File: src/rtl/swt_pkg.sv
`timescale 1ns/1ps
package swt_pkg;

    localparam int unsigned REG_W    = 32;
    localparam int unsigned PERIOD_W = 16;
    localparam logic [PERIOD_W-1:0] PERIOD_RST = 16'hFFFF;

    typedef struct packed {
        logic                started;
        logic [PERIOD_W-1:0] period;
    } period_reg_t;

    typedef struct packed {
        logic [PERIOD_W-1:0] count;
    } interval_t;

    typedef struct packed {
        logic flag;
    } flag_t;

    // A zero period is run as one tick per interval.
    function automatic logic [PERIOD_W-1:0] eff_period(input logic [PERIOD_W-1:0] p);
        return (p == '0) ? {{(PERIOD_W-1){1'b0}}, 1'b1} : p;
    endfunction

endpackage

File: src/rtl/swt_prescaler.sv
`timescale 1ns/1ps
module swt_prescaler #(
    parameter int unsigned TICK_DIV = 2048
) (
    input  logic clk,
    input  logic rst_n,
    input  logic run,
    input  logic restart,
    output logic tick
);
    localparam int unsigned CW = (TICK_DIV > 1) ? $clog2(TICK_DIV) : 1;
    localparam logic [CW-1:0] LAST = CW'(TICK_DIV - 1);

    typedef struct packed {
        logic [CW-1:0] cnt;
    } pre_t;

    pre_t pre_d, pre_q;
    logic at_last;

    always_comb begin
        pre_d   = pre_q;
        at_last = (pre_q.cnt == LAST);
        if (!run || restart) begin
            pre_d.cnt = '0;
        end else if (at_last) begin
            pre_d.cnt = '0;
        end else begin
            pre_d.cnt = pre_q.cnt + 1'b1;
        end
    end

    assign tick = run & ~restart & at_last;

    always_ff @(posedge clk or negedge rst_n) begin
        if (!rst_n) begin
            pre_q <= '0;
        end else begin
            pre_q <= pre_d;
        end
    end

endmodule

File: src/rtl/swt_period_reg.sv
`timescale 1ns/1ps
module swt_period_reg
    import swt_pkg::*;
(
    input  logic                clk,
    input  logic                rst_n,
    input  logic                wr_en,
    input  logic [PERIOD_W-1:0] wr_period,
    output logic [PERIOD_W-1:0] period,
    output logic                started
);
    period_reg_t reg_d, reg_q;

    always_comb begin
        reg_d = reg_q;
        if (wr_en) begin
            reg_d.period  = wr_period;
            reg_d.started = 1'b1;
        end
    end

    always_ff @(posedge clk or negedge rst_n) begin
        if (!rst_n) begin
            reg_q.started <= 1'b0;
            reg_q.period  <= PERIOD_RST;
        end else begin
            reg_q <= reg_d;
        end
    end

    assign period  = reg_q.period;
    assign started = reg_q.started;

endmodule

File: src/rtl/swt_interval_counter.sv
`timescale 1ns/1ps
module swt_interval_counter
    import swt_pkg::*;
(
    input  logic                clk,
    input  logic                rst_n,
    input  logic                run,
    input  logic                restart,
    input  logic                tick,
    input  logic [PERIOD_W-1:0] period,
    output logic                expire
);
    interval_t cnt_d, cnt_q;
    logic [PERIOD_W-1:0] last_count;

    always_comb begin
        cnt_d      = cnt_q;
        expire     = 1'b0;
        last_count = eff_period(period) - 1'b1;
        if (!run || restart) begin
            cnt_d.count = '0;
        end else if (tick) begin
            if (cnt_q.count == last_count) begin
                cnt_d.count = '0;
                expire      = 1'b1;
            end else begin
                cnt_d.count = cnt_q.count + 1'b1;
            end
        end
    end

    always_ff @(posedge clk or negedge rst_n) begin
        if (!rst_n) begin
            cnt_q <= '0;
        end else begin
            cnt_q <= cnt_d;
        end
    end

endmodule

File: src/rtl/periodic_sw_timer.sv
`timescale 1ns/1ps
module periodic_sw_timer
    import swt_pkg::*;
#(
    parameter int unsigned CLK_KHZ  = 200000,
    parameter int unsigned TICK_DIV = (CLK_KHZ * 1024) / 100000
) (
    input  logic             clk,
    input  logic             rst_n,
    input  logic             wr_en,
    input  logic [REG_W-1:0] wr_data,
    output logic [REG_W-1:0] rd_data,
    input  logic             irq_clr,
    output logic             irq_flag
);
    logic [PERIOD_W-1:0] period;
    logic                started;
    logic                tick;
    logic                expire;
    logic                unused_hi;
    flag_t               flg_d, flg_q;

    // Reserved upper half of the register is dropped on write.
    assign unused_hi = ^wr_data[REG_W-1:PERIOD_W];

    swt_period_reg u_reg (
        .clk       (clk),
        .rst_n     (rst_n),
        .wr_en     (wr_en),
        .wr_period (wr_data[PERIOD_W-1:0]),
        .period    (period),
        .started   (started)
    );

    swt_prescaler #(.TICK_DIV(TICK_DIV)) u_pre (
        .clk     (clk),
        .rst_n   (rst_n),
        .run     (started),
        .restart (wr_en),
        .tick    (tick)
    );

    swt_interval_counter u_cnt (
        .clk     (clk),
        .rst_n   (rst_n),
        .run     (started),
        .restart (wr_en),
        .tick    (tick),
        .period  (period),
        .expire  (expire)
    );

    // An expiry wins over a clear on the same edge.
    always_comb begin
        flg_d      = flg_q;
        flg_d.flag = expire | (flg_q.flag & ~irq_clr);
    end

    always_ff @(posedge clk or negedge rst_n) begin
        if (!rst_n) begin
            flg_q <= '0;
        end else begin
            flg_q <= flg_d;
        end
    end

    assign irq_flag = flg_q.flag;
    assign rd_data  = {{(REG_W-PERIOD_W){1'b0}}, period};

endmodule

File: config.mk
export PLATFORM = sky130hd
export DESIGN_NAME = periodic_sw_timer
export DESIGN_NICKNAME = d
export VERILOG_FILES = /design/src/rtl/swt_pkg.sv /design/src/rtl/swt_prescaler.sv /design/src/rtl/swt_period_reg.sv /design/src/rtl/swt_interval_counter.sv /design/src/rtl/periodic_sw_timer.sv
export SDC_FILE = /design/constraint.sdc
export NUM_CORES = 1
export LEC_CHECK = 0
export ABC_CLOCK_PERIOD_IN_PS = 3350
export CAP_MARGIN = 15
export CORE_MARGIN = 1
export CORE_UTILIZATION = 45
export DETAILED_ROUTE_END_ITERATION = 12
export GPL_ROUTABILITY_DRIVEN = 0
export PLACE_DENSITY = 0.76
export SYNTH_ARGS = -nofsm -noshare
export SYNTH_HDL_FRONTEND = slang
export SYNTH_SLANG_ARGS = --single-unit
File: constraint.sdc
create_clock -name clk -period 3.35 [get_ports clk]
set_clock_uncertainty 0.15 [all_clocks]
set_input_delay 1.005 -clock clk [delete_from_list [all_inputs] [get_ports clk]]
set_output_delay 1.005 -clock clk [all_outputs]
set_load 0.005 [all_outputs]
==> metrics.txt, run 1 <==
leakage component of the power 1.41 nW; CP Max Fanout 7; FFs w/ async S/R, synth between 90% and 100%; end point of the critical path u_cnt.cnt_q[8]; post-detailed-routing wire length about 6.7 mm; fraction of the yosys area taken by sequential cells between 30% and 40%; routed vias approximately 2400; final total negative setup slack 0 ns; die outline width around 82 um; clock latency on the worst-skew pair 0.31 ns; initial antenna violation count 0; Die Area just under 0.007 mm^2; Switching Power 349 uW; highest clock rate approximately 0.32 GHz; wire length of the first global-routing pass between 10 and 15 mm; crit share post-route a little over nine tenths; power share of the sequential group between 40 and 50%; most common cell in the netlist nand2_1; dpl hpwl 4.69 mm; layout cells sized above 1 20.9%; Buffers on Ports 36; Worst Setup Slack post-DPL between 0.06 and 0.07 ns; critical path data arrival time approximately 3.2 ns; area delta synth->final 20.4%; dominant cells by area after synthesis dfrtp_1 (25%), dfstp_2 (14%), mux2_2 (5.4%); share of power burned in combinational logic 17.2%; worst-case register-to-register setup slack 0.20 ns; Filler cells between 500 and 600; number of different library cells in the post-synthesis netlist a little over 50; endpoints failing setup 0; Root Buffer clkbuf_8; most used flip-flop cell after synthesis dfrtp_1; worst-case clock buffer depth 2; number of global-route vias before repair between 2000 and 2500; worst vdd rail ir drop 0.261 mV; area occupied by multi-input gates ~0.0016 mm^2; combined flip-flop and latch cell area 0.00115 mm^2; number of standard-cell rows in the floorplan 28; Starting Density between 40% and 50%; number of diodes 0; global route total overflow 0; gate count of the mapped netlist around 310; type of the setup path with the least slack register to register; final standard cell utilization of the core between 50% and 60%; total internal power 928 uW; final hold slack ~0.35 ns; post-route total power approximately 1.3 mW; first drt pass iteration count 4; clock sink count 45; average size of a mapped cell 9.26 um^2; gr usage total 21.6%; total power per unit cell area around 360 mW/mm^2; DRC violation total after the first TritonRoute iteration between 150 and 200; TritonCTS clock tree built; flip-flop and latch count after synthesis between 40 and 50; Yosys warnings 0; number of vias per cell ~5.6; number of cell instances on the worst register-to-register path 11; DRC violations left 0; most area-hungry cell type in the Yosys netlist dfrtp_1; net count of the finished layout 397; number of buffers added by the clock tree synthesis step 5; Clock power frac 34.7%; Reg2Reg Launch Point u_reg.period[15]; number of buffers inserted for hold repair after clock tree synthesis 0; worst path required time between 3 and 4 ns; setup slack of the critical path after layout about 0.20 ns; crit start category register; outcome completed; final-report hold violation count 0; register clock-pin slew on the reported worst setup and hold paths about 0.090 ns; maximum level of the CTS H-tree 2; crit end category register; transition time at the pin with the least slew margin a little under 0.7 ns; list of most frequent post-synthesis cells nand2_1 (37), nor2_1 (30), dfrtp_1 (29); CP startpoint u_reg.period[15]; area of the core slightly above 0.006 mm^2; post-layout min period roughly 3.1 ns; fraction of synthesized cell area taken by the top area cell type 24.9%; number of nets with antenna violations after detailed routing 0; switching part of the total 27.4%; worst r2r dst u_cnt.cnt_q[8]; cell area after synthesis about 0.0029 mm^2; Ports between 60 and 70; normalized max-slew margin between 50% and 60%; number of flops mapped to enable cells by yosys 0; kind of path behind the tightest hold check register to register; largest net degree at the start of global routing 31; count of maximum capacitance violations 0; die boundary height 82.4 um; routed length per instance ~15 um; final max-slew violation count 0
[per-stage QoR]
| stage | instance area [um^2] | cells |
|---|---|---|
| 3_3_place_gp | 3350 | 425 |
| 2_1_floorplan | 2970 | 329 |
| 5_1_grt | 3500 | 434 |
| 4_1_cts | 3460 | 433 |
| 3_5_place_dp | 3350 | 425 |
| 6_report | 3500 | 434 |
[power groups by stage]
stage	Combinational (mW)	Clock (mW)	Sequential, mW
after global placement	0.205	0	0.621
after detailed placement	0.209	0	0.622
final	0.219	0.444	0.615
after CTS	0.212	0.453	0.613
after global routing	0.243	0.475	0.619
after floorplan	0.112	0	0.621
[logic make-up (layout without fill, tap and decap cells)]
kind of cell / count (synthesis) / in the layout / synth area share [%]
other: 1 / 16 / 0.129
AND/OR/NAND/NOR: 126 / 126 / 22.1
adder cells (fa/ha/maj): 3 / 3 / 1.29
buffers and inverters: 41 / 71 / 8.17
AO/OA/AOI/OAI: 55 / 55 / 14.7
XOR/XNOR: 28 / 28 / 8.43
multiplexers: 15 / 15 / 5.76
flip-flops: 45 / 45 / 39.4
[cell usage in the layout (no fill, tap or decap), drive strengths merged, types with 7 or more instances in the layout]
| master | Yosys | routed |
|---|---|---|
| o21ai | 14 | 14 |
| buf | 21 | 20 |
| clkdlybuf4s50 | 0 | 35 |
| xor2 | 14 | 14 |
| conb | 1 | 16 |
| dfstp | 16 | 16 |
| or4 | 7 | 7 |
| nand3 | 11 | 11 |
| dfrtp | 29 | 29 |
| mux2 | 14 | 14 |
| xnor2 | 14 | 14 |
| o211ai | 17 | 17 |
| nand2 | 37 | 37 |
| nor2 | 30 | 30 |
| inv | 8 | 10 |
[routing by layer]
metal / up-vias / wire length [um] / GRT usage (%)
met1: 1166 / 3100 / 29.0
met2: 74 / 3170 / 35.5
met3: 6 / 320 / 4.62
met5: - / 0 / 0
li1: 1168 / - / -
met4: 0 / 63 / 4.91
[sequential cells by signal, indices dropped and copies added, names as in the netlist]
| signal | flops |
|---|---|
| u_cnt.cnt_q | 16 |
| u_reg.period | 16 |
| u_pre.pre_q | 11 |
| irq_flag | 1 |
| u_reg.started | 1 |
[worst max-delay path, cell delays in order (launching register included)]
cell	delay (ns)
dfstp_2	0.59
nor2_1	0.08
and4_1	0.21
a21oi_1	0.19
ha_2	0.23
nor3b_4	0.35
nand3_1	0.20
o31ai_4	0.31
o211ai_4	0.16
o21ai_4	0.23
buf_4	0.21
o211ai_1	0.11
[timing repair]
| item | in CTS | in global routing |
|---|---|---|
| setup endpoints to repair | 0 | 16 |
| gates resized for setup | 0 | 6 |
| setup buffers | 0 | 1 |
[how the worst min path moves through the flow]
stage | start | to | slack [ns] | depth (start not counted)
2_1_floorplan | u_reg.started | u_reg.started | 0.29 | 1
3_3_place_gp | u_reg.started | u_reg.started | 0.30 | 1
3_5_place_dp | u_reg.started | u_reg.started | 0.32 | 1
4_1_cts | u_reg.started | u_reg.started | 0.34 | 1
5_1_grt | u_reg.started | u_reg.started | 0.36 | 1
6_report | u_reg.started | u_reg.started | 0.35 | 1
[cell type report]
type                       count  area share, %
clock buffer                   5           1.96
tap                           75           2.68
sequential                    45           32.7
inverter                       8          0.857
clock inverter                 3           1.36
timing repair buffer          55           14.2
multi-input combinational    243           46.2
Note: power is estimated with default switching activity, not from simulation.
==> run 2: changes to the inputs <==
--- a/config.mk
+++ b/config.mk
@@ -6,7 +6,7 @@
 export NUM_CORES = 1
 export LEC_CHECK = 0
 export ABC_CLOCK_PERIOD_IN_PS = 3350
-export CAP_MARGIN = 15
+export CORE_ASPECT_RATIO = 1.4
 export CORE_MARGIN = 1
 export CORE_UTILIZATION = 45
 export DETAILED_ROUTE_END_ITERATION = 12
==> run 2 against run 1 <==
  * Via count increased by 0.33%
  * Final area increased by 0.61%
  * Setup slack got worse by 0.074 ns
  * Sequential cell count unchanged
  * Non-clock buffer count increased by 3
  * Worst hold slack got worse by 0.019 ns
  * Fmax decreased by 2.3%
  * Critical path type unchanged
  * Critical endpoint is now u_cnt.cnt_q[13]
  * Largest cell class unchanged
==> metrics.txt, run 2 (synthesis results as in run 1) <==
final total negative setup slack 0 ns (unchanged); endpoints failing setup 0 (unchanged); die boundary height 97.1 um (+18%); outcome completed; DRC violations left 0 (unchanged); kind of path behind the tightest hold check register to register; Worst Setup Slack post-DPL 0.0438 ns (-0.0206 ns); number of buffers added by the clock tree synthesis step 5 (unchanged); type of the setup path with the least slack register to register; commonest non-fill, non-tap cell in the layout nand2_1; gr usage total 19.8% (-1.8 points); leakage component of the power 1.41 nW (+0.27%); Cells on Worst Hold Path 1 (unchanged); area of the core 0.00621 mm^2 (+2.5%); worst-case clock buffer depth 2 (unchanged); post-layout min period 3.22 ns (+0.0742 ns); worst-case register-to-register setup slack 0.13 ns (-0.07 ns); clock sink count 45 (unchanged); setup slack of the critical path after layout 0.128 ns (-0.0742 ns); CP Max Fanout 6 (-1); net count of the finished layout 400 (+0.76%); most frequent cells in the layout nand2_1 (37), clkdlybuf4s50_1 (35), nor2_1 (30); routed length per instance 14.9 um (-2.8%); worst path required time 3.36 ns (-0.03 ns); crit end category register; first drt pass iteration count 4 (unchanged); largest registers u_cnt.cnt_q x16, u_reg.period x16, u_pre.pre_q x11; Starting Density 46.8% (-1.2 points); Filler cells 548 (+0.18%); initial antenna violation count 0 (unchanged); count of maximum capacitance violations 0 (unchanged); dpl hpwl 4.77 mm (+1.7%); register clock-pin slew on the reported worst setup and hold paths 0.09 ns (about the same); DRC violation total after the first TritonRoute iteration 69 (-63%); critical path data arrival time 3.23 ns (+0.04 ns); global route total overflow 0 (unchanged); number of cell instances on the worst register-to-register path 13 (+2); final hold slack 0.327 ns (-0.0189 ns); Reg2Reg Launch Point u_reg.period[4]; beginning of the worst hold path u_reg.started; post-detailed-routing wire length 6.47 mm (-2.8%); Buffers on Ports 36 (unchanged); final-report hold violation count 0 (unchanged); routed vias 2422 (+0.33%); highest clock rate 0.310 GHz (-2.3%); largest net degree at the start of global routing 30 (-3.2%); number of diodes 0 (unchanged); number of global-route vias before repair 2317 (-0.34%); final standard cell utilization of the core 56.7% (-1.1 points); Die Area 0.00679 mm^2 (about the same); Ports 69 (unchanged); unrepaired setup endpoints after global routing false; area delta synth->final 21.1%; crit start category register; clock latency on the worst-skew pair 0.30 ns (about the same); worst vdd rail ir drop 0.324 mV (+24%); number of vias per cell 5.58 (+0.33%); endpoint of the worst hold path u_reg.started; final max-slew violation count 0 (unchanged); number of nets with antenna violations after detailed routing 0 (unchanged); die outline width 70.0 um (-15%); total power per unit cell area 333 mW/mm^2 (-8.8%); wire length of the first global-routing pass 10.8 mm (-2.8%); TritonCTS clock tree built; Root Buffer clkbuf_8; crit share post-route 96.2% (+2.2 points); worst r2r dst u_cnt.cnt_q[13]; number of standard-cell rows in the floorplan 34 (+21%); maximum level of the CTS H-tree 2 (unchanged); layout cells sized above 1 22.7% (+1.8 points)
==> run 2: cell types whose count changed in the layout (fill, tap and decap cells not counted), moves of 2 or more <==
cell      previous run  this run
buf_6                0         3
buf_2                1         3
buf_4               19        17
clkinv_4             0         2
inv_6                2         0
==> run 2: worst max-delay path by stage <==
stage,start,endpoint,slack (ns)
floorplan,u_reg.period[4],u_cnt.cnt_q[13],0.05
detailed placement,u_reg.period[4],u_cnt.cnt_q[2],0.04
CTS,u_reg.period[4],u_cnt.cnt_q[13],0.02
finish,u_reg.period[4],u_cnt.cnt_q[13],0.13
global placement,u_reg.period[4],u_cnt.cnt_q[13],0.08
global route,u_reg.period[4],u_cnt.cnt_q[13],0.02
==> run 2: what timing repair did <==
item	in CTS	in global routing
hold buffers	0	0
resized for setup	0	13
buffers inserted	0	2
endpoints found under the setup margin	0	17
==> run 2: area by class of cell <==
cell class                 instances  area [um^2]  share of cell area [%]
timing repair buffer              58          527                    15.0
multi-input combinational        243         1640                    46.5
sequential                        45         1150                    32.5
tap                               72         90.1                    2.56
clock inverter                     3         22.5                   0.639
inverter                           8         30.0                   0.852
clock buffer                       5         68.8                    1.95
==> run 2: routing by layer <==
metal	vias to the layer above	wire, um	GRT usage, %
met4	0	253	10.9
li1	1178	-	-
met1	1158	2680	24.6
met2	69	3320	32.6
met3	17	216	3.01
met5	-	0	0
==> run 2: power by group <==
part / leakage, nW / total (mW) / internal (mW) / switching (mW)
combinational: 0.796 / 0.218 / 0.120 / 0.0985
clock: 0.0481 / 0.338 / 0.148 / 0.189
sequential: 0.566 / 0.616 / 0.581 / 0.0349
total: 1.41 / 1.17 / 0.849 / 0.323
==> run 2: metrics by stage <==
step,instances,instance area [um^2],total power [mW]
after detailed placement,422,3340,0.830
after global placement,422,3340,0.826
final,434,3520,1.17
after CTS,430,3430,1.17
after floorplan,329,2970,0.734
after global routing,434,3520,1.23
==> run 2: worst max-delay path, cell delays in order (launching register included) <==
cell       delay, ns
dfstp_2         0.58
nor4_4          0.05
buf_4           0.15
and4_4          0.20
a21oi_2         0.15
ha_2            0.20
nor3b_4         0.32
nand2_1         0.14
mux2i_1         0.19
a22o_1          0.19
nand4_1         0.22
buf_6           0.22
o2111ai_1       0.19
o221ai_1        0.14
